File: src/rtl/thermtrip_pkg.sv
package thermtrip_pkg;
  // register byte addresses
  localparam int A_CAL   = 'h00;
  localparam int A_CTRL  = 'h20;
  localparam int A_RDY   = 'h28;
  localparam int A_NOW   = 'h40;
  localparam int A_BASE  = 'h44;
  localparam int A_STEP0 = 'h50;
  localparam int A_HIST0 = 'h60;
  localparam int A_IEN   = 'h70;
  localparam int A_IST   = 'h74;
  localparam int A_ICLR  = 'h78;

  // spacing of per-level bits and per-entry registers
  localparam int LANE_STRIDE = 4;
  localparam int WORD_STRIDE = 4;

  // control word layout
  localparam int GAIN_LSB = 8;
  localparam int VREF_LSB = 24;

  localparam logic [1:0] MODE_ON  = 2'b11;
  localparam logic [1:0] MODE_OFF = 2'b10;
endpackage

File: src/rtl/tt_sample_hist.sv
module tt_sample_hist #(
  parameter int CODE_W = 8,
  parameter int DEPTH  = 4
) (
  input  logic                          clk,
  input  logic                          rst_n,
  input  logic                          accept,
  input  logic [CODE_W-1:0]             code_in,
  output logic [CODE_W-1:0]             code_now,
  output logic [DEPTH-1:0][CODE_W-1:0]  hist
);
  always_ff @(posedge clk or negedge rst_n) begin
    if (!rst_n)      code_now <= '0;
    else if (accept) code_now <= code_in;
  end

  for (genvar i = 0; i < DEPTH; i++) begin : g_hist
    if (i == 0) begin : g_head
      always_ff @(posedge clk or negedge rst_n) begin
        if (!rst_n)      hist[0] <= '0;
        else if (accept) hist[0] <= code_now;
      end
    end else begin : g_tail
      always_ff @(posedge clk or negedge rst_n) begin
        if (!rst_n)      hist[i] <= '0;
        else if (accept) hist[i] <= hist[i-1];
      end
    end
  end
endmodule

File: src/rtl/tt_trip_cmp.sv
module tt_trip_cmp #(
  parameter int CODE_W = 8,
  parameter int OFS_W  = 8,
  parameter int LEVELS = 4
) (
  input  logic [CODE_W-1:0]             code,
  input  logic [CODE_W-1:0]             base,
  input  logic [LEVELS-1:0][OFS_W-1:0]  ofs,
  output logic [LEVELS-1:0]             hit
);
  localparam int SUM_W = CODE_W + 1;

  // trip limit carried with one extra bit so it never wraps
  function automatic logic [SUM_W-1:0] trip_limit(input logic [CODE_W-1:0] b,
                                                   input logic [OFS_W-1:0]  o);
    return {1'b0, b} + SUM_W'(o);
  endfunction

  for (genvar n = 0; n < LEVELS; n++) begin : g_lvl
    assign hit[n] = ({1'b0, code} > trip_limit(base, ofs[n]));
  end
endmodule

File: src/rtl/tt_irq_ctl.sv
module tt_irq_ctl #(
  parameter int LEVELS = 4
) (
  input  logic              clk,
  input  logic              rst_n,
  input  logic              sens_on,
  input  logic [LEVELS-1:0] hit,
  input  logic [LEVELS-1:0] clr,
  input  logic [LEVELS-1:0] ien,
  output logic [LEVELS-1:0] ist,
  output logic [LEVELS-1:0] rise,
  output logic              irq
);
  logic [LEVELS-1:0] hit_q;
  logic [LEVELS-1:0] set_v;

  assign rise  = hit & ~hit_q;
  assign set_v = rise & {LEVELS{sens_on}};

  always_ff @(posedge clk or negedge rst_n) begin
    if (!rst_n) begin
      hit_q <= '0;
      ist   <= '0;
    end else begin
      hit_q <= hit;
      ist   <= (ist & ~clr) | set_v;
    end
  end

  assign irq = sens_on & (|(ist & ien));
endmodule

File: src/rtl/thermtrip_regs.sv
module thermtrip_regs
  import thermtrip_pkg::*;
#(
  parameter int CODE_W     = 8,
  parameter int OFS_W      = 8,
  parameter int HIST_DEPTH = 4,
  parameter int LEVELS     = 4,
  parameter int ADDR_W     = 8,
  parameter int DATA_W     = 32,
  parameter int CAL_W      = 16,
  parameter int GAIN_W     = 4,
  parameter int VREF_W     = 5
) (
  input  logic              clk,
  input  logic              rst_n,
  input  logic              smp_stb,
  input  logic [CODE_W-1:0] smp_code,
  input  logic [CAL_W-1:0]  cal_info,
  input  logic              sens_ready,
  input  logic              reg_wr,
  input  logic [ADDR_W-1:0] reg_addr,
  input  logic [DATA_W-1:0] reg_wdata,
  output logic [DATA_W-1:0] reg_rdata,
  output logic              irq
);
  // ---------------- write decode ----------------
  logic wr_ctrl, wr_base, wr_ien, wr_clr, wr_now;
  logic [LEVELS-1:0] wr_step;

  assign wr_ctrl = reg_wr && (reg_addr == ADDR_W'(A_CTRL));
  assign wr_base = reg_wr && (reg_addr == ADDR_W'(A_BASE));
  assign wr_ien  = reg_wr && (reg_addr == ADDR_W'(A_IEN));
  assign wr_clr  = reg_wr && (reg_addr == ADDR_W'(A_ICLR));
  assign wr_now  = reg_wr && (reg_addr == ADDR_W'(A_NOW));

  for (genvar n = 0; n < LEVELS; n++) begin : g_wstep
    assign wr_step[n] = reg_wr && (reg_addr == ADDR_W'(A_STEP0 + WORD_STRIDE * n));
  end

  logic unused_wdata;
  assign unused_wdata = ^reg_wdata;

  // ---------------- control and trip registers ----------------
  logic [1:0]        mode_q;
  logic [GAIN_W-1:0] gain_q;
  logic [VREF_W-1:0] vref_q;
  logic [CODE_W-1:0] base_q;
  logic [LEVELS-1:0][OFS_W-1:0] step_q;
  logic [LEVELS-1:0] ien_v;
  logic [LEVELS-1:0] clr_v;

  always_ff @(posedge clk or negedge rst_n) begin
    if (!rst_n) begin
      mode_q <= '0;
      gain_q <= '0;
      vref_q <= '0;
    end else if (wr_ctrl) begin
      mode_q <= reg_wdata[1:0];
      gain_q <= reg_wdata[GAIN_LSB +: GAIN_W];
      vref_q <= reg_wdata[VREF_LSB +: VREF_W];
    end
  end

  always_ff @(posedge clk or negedge rst_n) begin
    if (!rst_n)       base_q <= '0;
    else if (wr_base) base_q <= reg_wdata[CODE_W-1:0];
  end

  for (genvar n = 0; n < LEVELS; n++) begin : g_lane
    always_ff @(posedge clk or negedge rst_n) begin
      if (!rst_n)          step_q[n] <= '0;
      else if (wr_step[n]) step_q[n] <= reg_wdata[OFS_W-1:0];
    end
    always_ff @(posedge clk or negedge rst_n) begin
      if (!rst_n)      ien_v[n] <= 1'b0;
      else if (wr_ien) ien_v[n] <= reg_wdata[LANE_STRIDE * n];
    end
    assign clr_v[n] = wr_clr & reg_wdata[LANE_STRIDE * n];
  end

  logic sens_on, acc_stb;
  assign sens_on = (mode_q == MODE_ON);
  assign acc_stb = smp_stb & sens_on;

  // ---------------- datapath ----------------
  logic [CODE_W-1:0] code_now;
  logic [HIST_DEPTH-1:0][CODE_W-1:0] hist_q;
  logic [LEVELS-1:0] hit_v, ist_v, rise_v;

  tt_sample_hist #(.CODE_W(CODE_W), .DEPTH(HIST_DEPTH)) u_hist (
    .clk(clk), .rst_n(rst_n), .accept(acc_stb), .code_in(smp_code),
    .code_now(code_now), .hist(hist_q)
  );

  tt_trip_cmp #(.CODE_W(CODE_W), .OFS_W(OFS_W), .LEVELS(LEVELS)) u_cmp (
    .code(code_now), .base(base_q), .ofs(step_q), .hit(hit_v)
  );

  tt_irq_ctl #(.LEVELS(LEVELS)) u_irq (
    .clk(clk), .rst_n(rst_n), .sens_on(sens_on), .hit(hit_v), .clr(clr_v),
    .ien(ien_v), .ist(ist_v), .rise(rise_v), .irq(irq)
  );

  // ---------------- read mux ----------------
  always_comb begin
    reg_rdata = '0;
    if (reg_addr == ADDR_W'(A_CAL))  reg_rdata[CAL_W-1:0] = cal_info;
    if (reg_addr == ADDR_W'(A_RDY))  reg_rdata[0] = sens_ready;
    if (reg_addr == ADDR_W'(A_CTRL)) begin
      reg_rdata[1:0] = mode_q;
      reg_rdata[GAIN_LSB +: GAIN_W] = gain_q;
      reg_rdata[VREF_LSB +: VREF_W] = vref_q;
    end
    if (reg_addr == ADDR_W'(A_NOW))  reg_rdata[CODE_W-1:0] = code_now;
    if (reg_addr == ADDR_W'(A_BASE)) reg_rdata[CODE_W-1:0] = base_q;
    for (int n = 0; n < LEVELS; n++) begin
      if (reg_addr == ADDR_W'(A_STEP0 + WORD_STRIDE * n))
        reg_rdata[OFS_W-1:0] = step_q[n];
      if (reg_addr == ADDR_W'(A_IEN)) reg_rdata[LANE_STRIDE * n] = ien_v[n];
      if (reg_addr == ADDR_W'(A_IST)) reg_rdata[LANE_STRIDE * n] = ist_v[n];
    end
    for (int i = 0; i < HIST_DEPTH; i++) begin
      if (reg_addr == ADDR_W'(A_HIST0 + WORD_STRIDE * i))
        reg_rdata[CODE_W-1:0] = hist_q[i];
    end
  end
endmodule

File: config.mk
export PLATFORM = sky130hd
export DESIGN_NAME = thermtrip_regs
export DESIGN_NICKNAME = d
export VERILOG_FILES = /design/src/rtl/thermtrip_pkg.sv /design/src/rtl/tt_sample_hist.sv /design/src/rtl/tt_trip_cmp.sv /design/src/rtl/tt_irq_ctl.sv /design/src/rtl/thermtrip_regs.sv
export SDC_FILE = /design/constraint.sdc
export NUM_CORES = 1
export LEC_CHECK = 0
export ABC_AREA = 0
export BUFFER_PORTS_ARGS = -buffer_cell sky130_fd_sc_hd__buf_2
export CORE_MARGIN = 5
export CORE_UTILIZATION = 55
export DETAILED_ROUTE_END_ITERATION = 6
export PLACE_DENSITY = 0.78
export SLEW_MARGIN = 0
export SYNTH_ARGS = -nofsm -noshare
export SYNTH_HDL_FRONTEND = slang
export SYNTH_SLANG_ARGS = --single-unit
File: constraint.sdc
create_clock -name clk -period 7.4 [get_ports clk]
set_input_delay 0.74 -clock clk [delete_from_list [all_inputs] [get_ports clk]]
set_output_delay 0.74 -clock clk [all_outputs]
set_load 0.005 [all_outputs]
==> results.md <==
- After clock tree synthesis, the clock-pin slew on the worst setup and hold paths is 0.07 ns.
- In this run the worst path has a maximum fanout of 62.
- For this run, the top clock speed supported by timing is 243 MHz.
- The cell that appears most often on the critical path is buf_2.
- The final hold violation count was 0.
- The type of the worst min-delay path is in2async.
- The TritonCTS clock tree is built.
- Dividing the detail-routed wire length by the instance count gives 20.4 um.
- The share of the synthesized area in the top cell type is 36.4%.
- Final hold analysis gives a worst-case slack of 0.414 ns.
- The number of hold buffers added after cts is 0.
- The CTS buffer count is 9.
- The reported max-cap violation count is 0.
- The detailed-route vias per instance is 6.22.
- The cell count after synthesis is 690.
- The clock tree synthesis step divided the H-tree into 3 levels.
- The setup clock skew after layout is 0.00972 ns.
- The count of routing violations after the opening detailed-route iteration is 587.
- The number of core rows is 41.
- The transition at the pin with the smallest max-transition slack is 1.04 ns.
- The vertical die dimension is 123 um.
- The share of layout cells above drive strength 1 is 25.1%.
- The detailed-route via count is 5758.
- The number of input and output port buffers inserted is 76.
- Summed over all layers, the routed wires come to 18900 um.
- The cell type of the slowest stage on the worst timing path is nor3_2.
- The share of the Yosys chip area taken by registers is 36.4%.
- Registers are responsible for 47.0% of the overall power.
- The total global routing overflow is 0.
- The critical path is of the in2out type.
- The pin count of the biggest net entering global routing is 63.
- The number of warning messages in the yosys log is 0.
- In the final layout, flip-flops and latches occupy 2580 um^2.
- The total DRC errors in the routed layout is 0.
- The first-pass GRT wire length is 30100 um.
- In this run the clock root is driven by a clkbuf_16.
- Compared with the post-synthesis result, the final layout area differs by 10.5%.
- The post-cts gate resize count is 0.
- 102 I/O pins were placed.
- The portion of the clock cycle consumed by the worst path in the final layout is 55.7%.
- Before antenna repair, the detailed router went through 5 iterations.
- In this run the static leakage power is 3.88 nW.
- The biggest cell delay along the critical path is 0.76 ns.
- The final worst setup slack is 3.28 ns.
- Counting instances in the post-synthesis netlist gives the leading cell types as dfrtp_1 (103), mux2_2 (82), ha_1 (64), o21ai_0 (50), nand2_1 (39).
- The mapped cell area is 7070 um^2.
- The initial antenna violation count was 0.
- Setup repair after global routing left no endpoint under its margin.
- The internal power contribution is 0.940 mW.
- The clock latency at the later pin of the worst-skew pair is 0.36 ns.
- The nature of the critical path endpoint is a primary output.
- For this run, the post-layout net count is 886.
- The signal on the critical path passes through buf_2 > buf_4 > or4_1 > nor3_2 > a221oi_1 > a21boi_0 > buf_2.
- For this run, the share of the core covered by cells in the final layout is 61.9%.
- The total routing resource utilization after global routing is 26.0%.
- The floorplan step defined a die boundary enclosing 15200 um^2.
- The count of nets left with antenna violations once routing finished came out at 0.
- The routed design could run at a clock period as short as 4.12 ns.
- By area the synthesized netlist is led by dfrtp_1 (36%), mux2_2 (13%), ha_1 (11%).
- The post-synthesis cell type with the largest combined area is dfrtp_1.
- Yosys instantiated no cell more often than dfrtp_1.
- The number of sinks driven by the clock tree is 103.
- Combinational logic is responsible for 16.5% of the overall power.
- The pre-CTS worst setup slack is 3.34 ns.
- For this configuration, the core starts out at a cell density of 56.0%.
- The switching share of power is 27.8%.
- Summed over all failing endpoints, the final setup total negative slack is 0 ns.
- The most used flip-flop cell after synthesis is dfrtp_1.
- The area taken by multi-input logic gates is 4250 um^2.
- The die is 123 um wide.
- The HPWL after detailed placement is 14600 um.
- The required time at the endpoint of the critical path is 6.66 ns.
- The final number of max-transition violations was 0.
- The worst setup path is launched from an input port.
- The via count of the first global-routing pass is 5783.
- A synthesized cell averages 10.2 um^2.
- The analysis attributes to net switching a power of 0.363 mW.
- The worst pin sits at a relative slew slack of 29.6%.
- No sink is reached through more buffers than the 2 on the longest clock path.
- The flow ran to the end, and the final reports show no timing, DRC or antenna violations.
- In this run the post-CTS setup repair buffer count came out at 0.
- At the end of routability-driven placement, the weighted congestion stood at 0.931.
- The total inserted antenna cells is 0.
- The setup violation total in the final timing report is 0.
- The synthesized design contains 103 register bits.
- The region available for standard cell placement spans 12600 um^2.
- STA puts the critical path data arrival time at 3.38 ns.
- Dividing total power by cell area gives a power density of 167 nW/um^2.
- In this run, distinct cell masters in the synthesized netlist total 68.
- Per report_power, the clock group accounts for 36.4% of the total.
- The peak supply drop is 190 uV.
- The filler cell count in the final layout is 1059.
- The share of synthesized registers carrying an async set or reset is 100%.
- The number of enable flip-flop cells after synthesis is 0.
==> cell type report <==
cell class                      instances  share of cell area, %
Multi-Input combinational cell        536                   54.4
Sequential cell                       103                   33.0
Timing Repair Buffer                   78                   5.09
Clock buffer                           10                   2.93
Tap cell                              172                   2.76
Inverter                               21                   1.01
Clock inverter                          6                  0.849
==> registers in the layout, summed over array words and instances, names as in the netlist <==
signal and flops:
u_hist.hist 32, u_hist.code_now 8, u_irq.ist 4, u_irq.hit_q 4
mode_q 2, step_q 32, base_q 8, ien_v 4
gain_q 4, vref_q 5
==> worst paths after layout <==
path                                 from                 end  cells after the start  slack (ns)
setup / recovery              reg_addr[2]        reg_rdata[6]                      7        3.28
min in group clk           u_irq.hit_q[3]        u_irq.ist[3]                      1        0.44
hold / removal                      rst_n            ien_v[0]                      1        0.41
max in group asynchronous           rst_n  u_hist.code_now[5]                      2        5.88
setup reg to reg                base_q[1]        u_irq.ist[3]                     13        3.84
hold reg to reg            u_irq.hit_q[3]        u_irq.ist[3]                      1        0.44
==> layer usage <==
layer | track usage [%] | up-vias | share of wire (%)
li1 | - | 2661 | -
met1 | 35.3 | 2771 | 42
met2 | 40.9 | 279 | 46
met3 | 4.67 | 47 | 8.5
met4 | 11.4 | 0 | 3.4
met5 | 0 | - | 0
==> worst max-delay path: cells and delay by family <==
kind | cells | cell delay (ns)
simple gates | 2 | 1.43
compound gates | 2 | 0.58
buf+inv | 3 | 0.56
==> cells by family after synthesis <==
| group | Yosys count | synth area share [%] |
|---|---|---|
| other | 1 | 0.0530 |
| buffers and inverters | 61 | 4.10 |
| and+or+nand+nor | 173 | 13.0 |
| DFF | 103 | 36.4 |
| xor gates and xnor gates | 20 | 2.48 |
| AOI/OAI and AO/OA | 165 | 15.1 |
| muxes | 99 | 16.3 |
| adders and majority gates | 68 | 12.5 |
==> metrics by stage <==
step                cells  power [mW]  cell area (um^2)
global route          926        1.36              7810
finish                926        1.30              7810
global placement      910       0.823              7520
detailed placement    910       0.835              7520
floorplan             700       0.760              7110
CTS                   926        1.31              7810
==> placed cells by master (no fill, tap or decap), types with 5 or more instances in the layout <==
cell / Yosys / routed
inv_1: 21 / 21
nor2_1: 25 / 25
clkbuf_16: 0 / 9
nor2b_1: 9 / 9
a21oi_1: 34 / 34
xor2_1: 13 / 13
a211oi_1: 8 / 8
or3_1: 5 / 5
o211ai_1: 7 / 7
nand2b_1: 16 / 16
ha_1: 64 / 64
xnor2_1: 7 / 7
a21o_1: 18 / 18
and2_1: 8 / 8
mux2i_1: 12 / 12
dfrtp_1: 103 / 103
mux2_2: 82 / 82
conb_1: 1 / 11
o21ai_0: 50 / 50
nand4_1: 5 / 5
mux4_2: 5 / 5
nand3_1: 22 / 21
nand2_1: 39 / 39
nor3_1: 23 / 23
buf_2: 4 / 75
==> power groups by stage <==
| stage | Combinational (mW) | Clock [mW] | Sequential, mW |
|---|---|---|---|
| after floorplan | 0.148 | 0 | 0.612 |
| after global placement | 0.202 | 0 | 0.621 |
| after detailed placement | 0.212 | 0 | 0.623 |
| after CTS | 0.214 | 0.485 | 0.612 |
| after global routing | 0.242 | 0.504 | 0.615 |
| final | 0.215 | 0.475 | 0.613 |
Power figures use the tool's default switching activity.
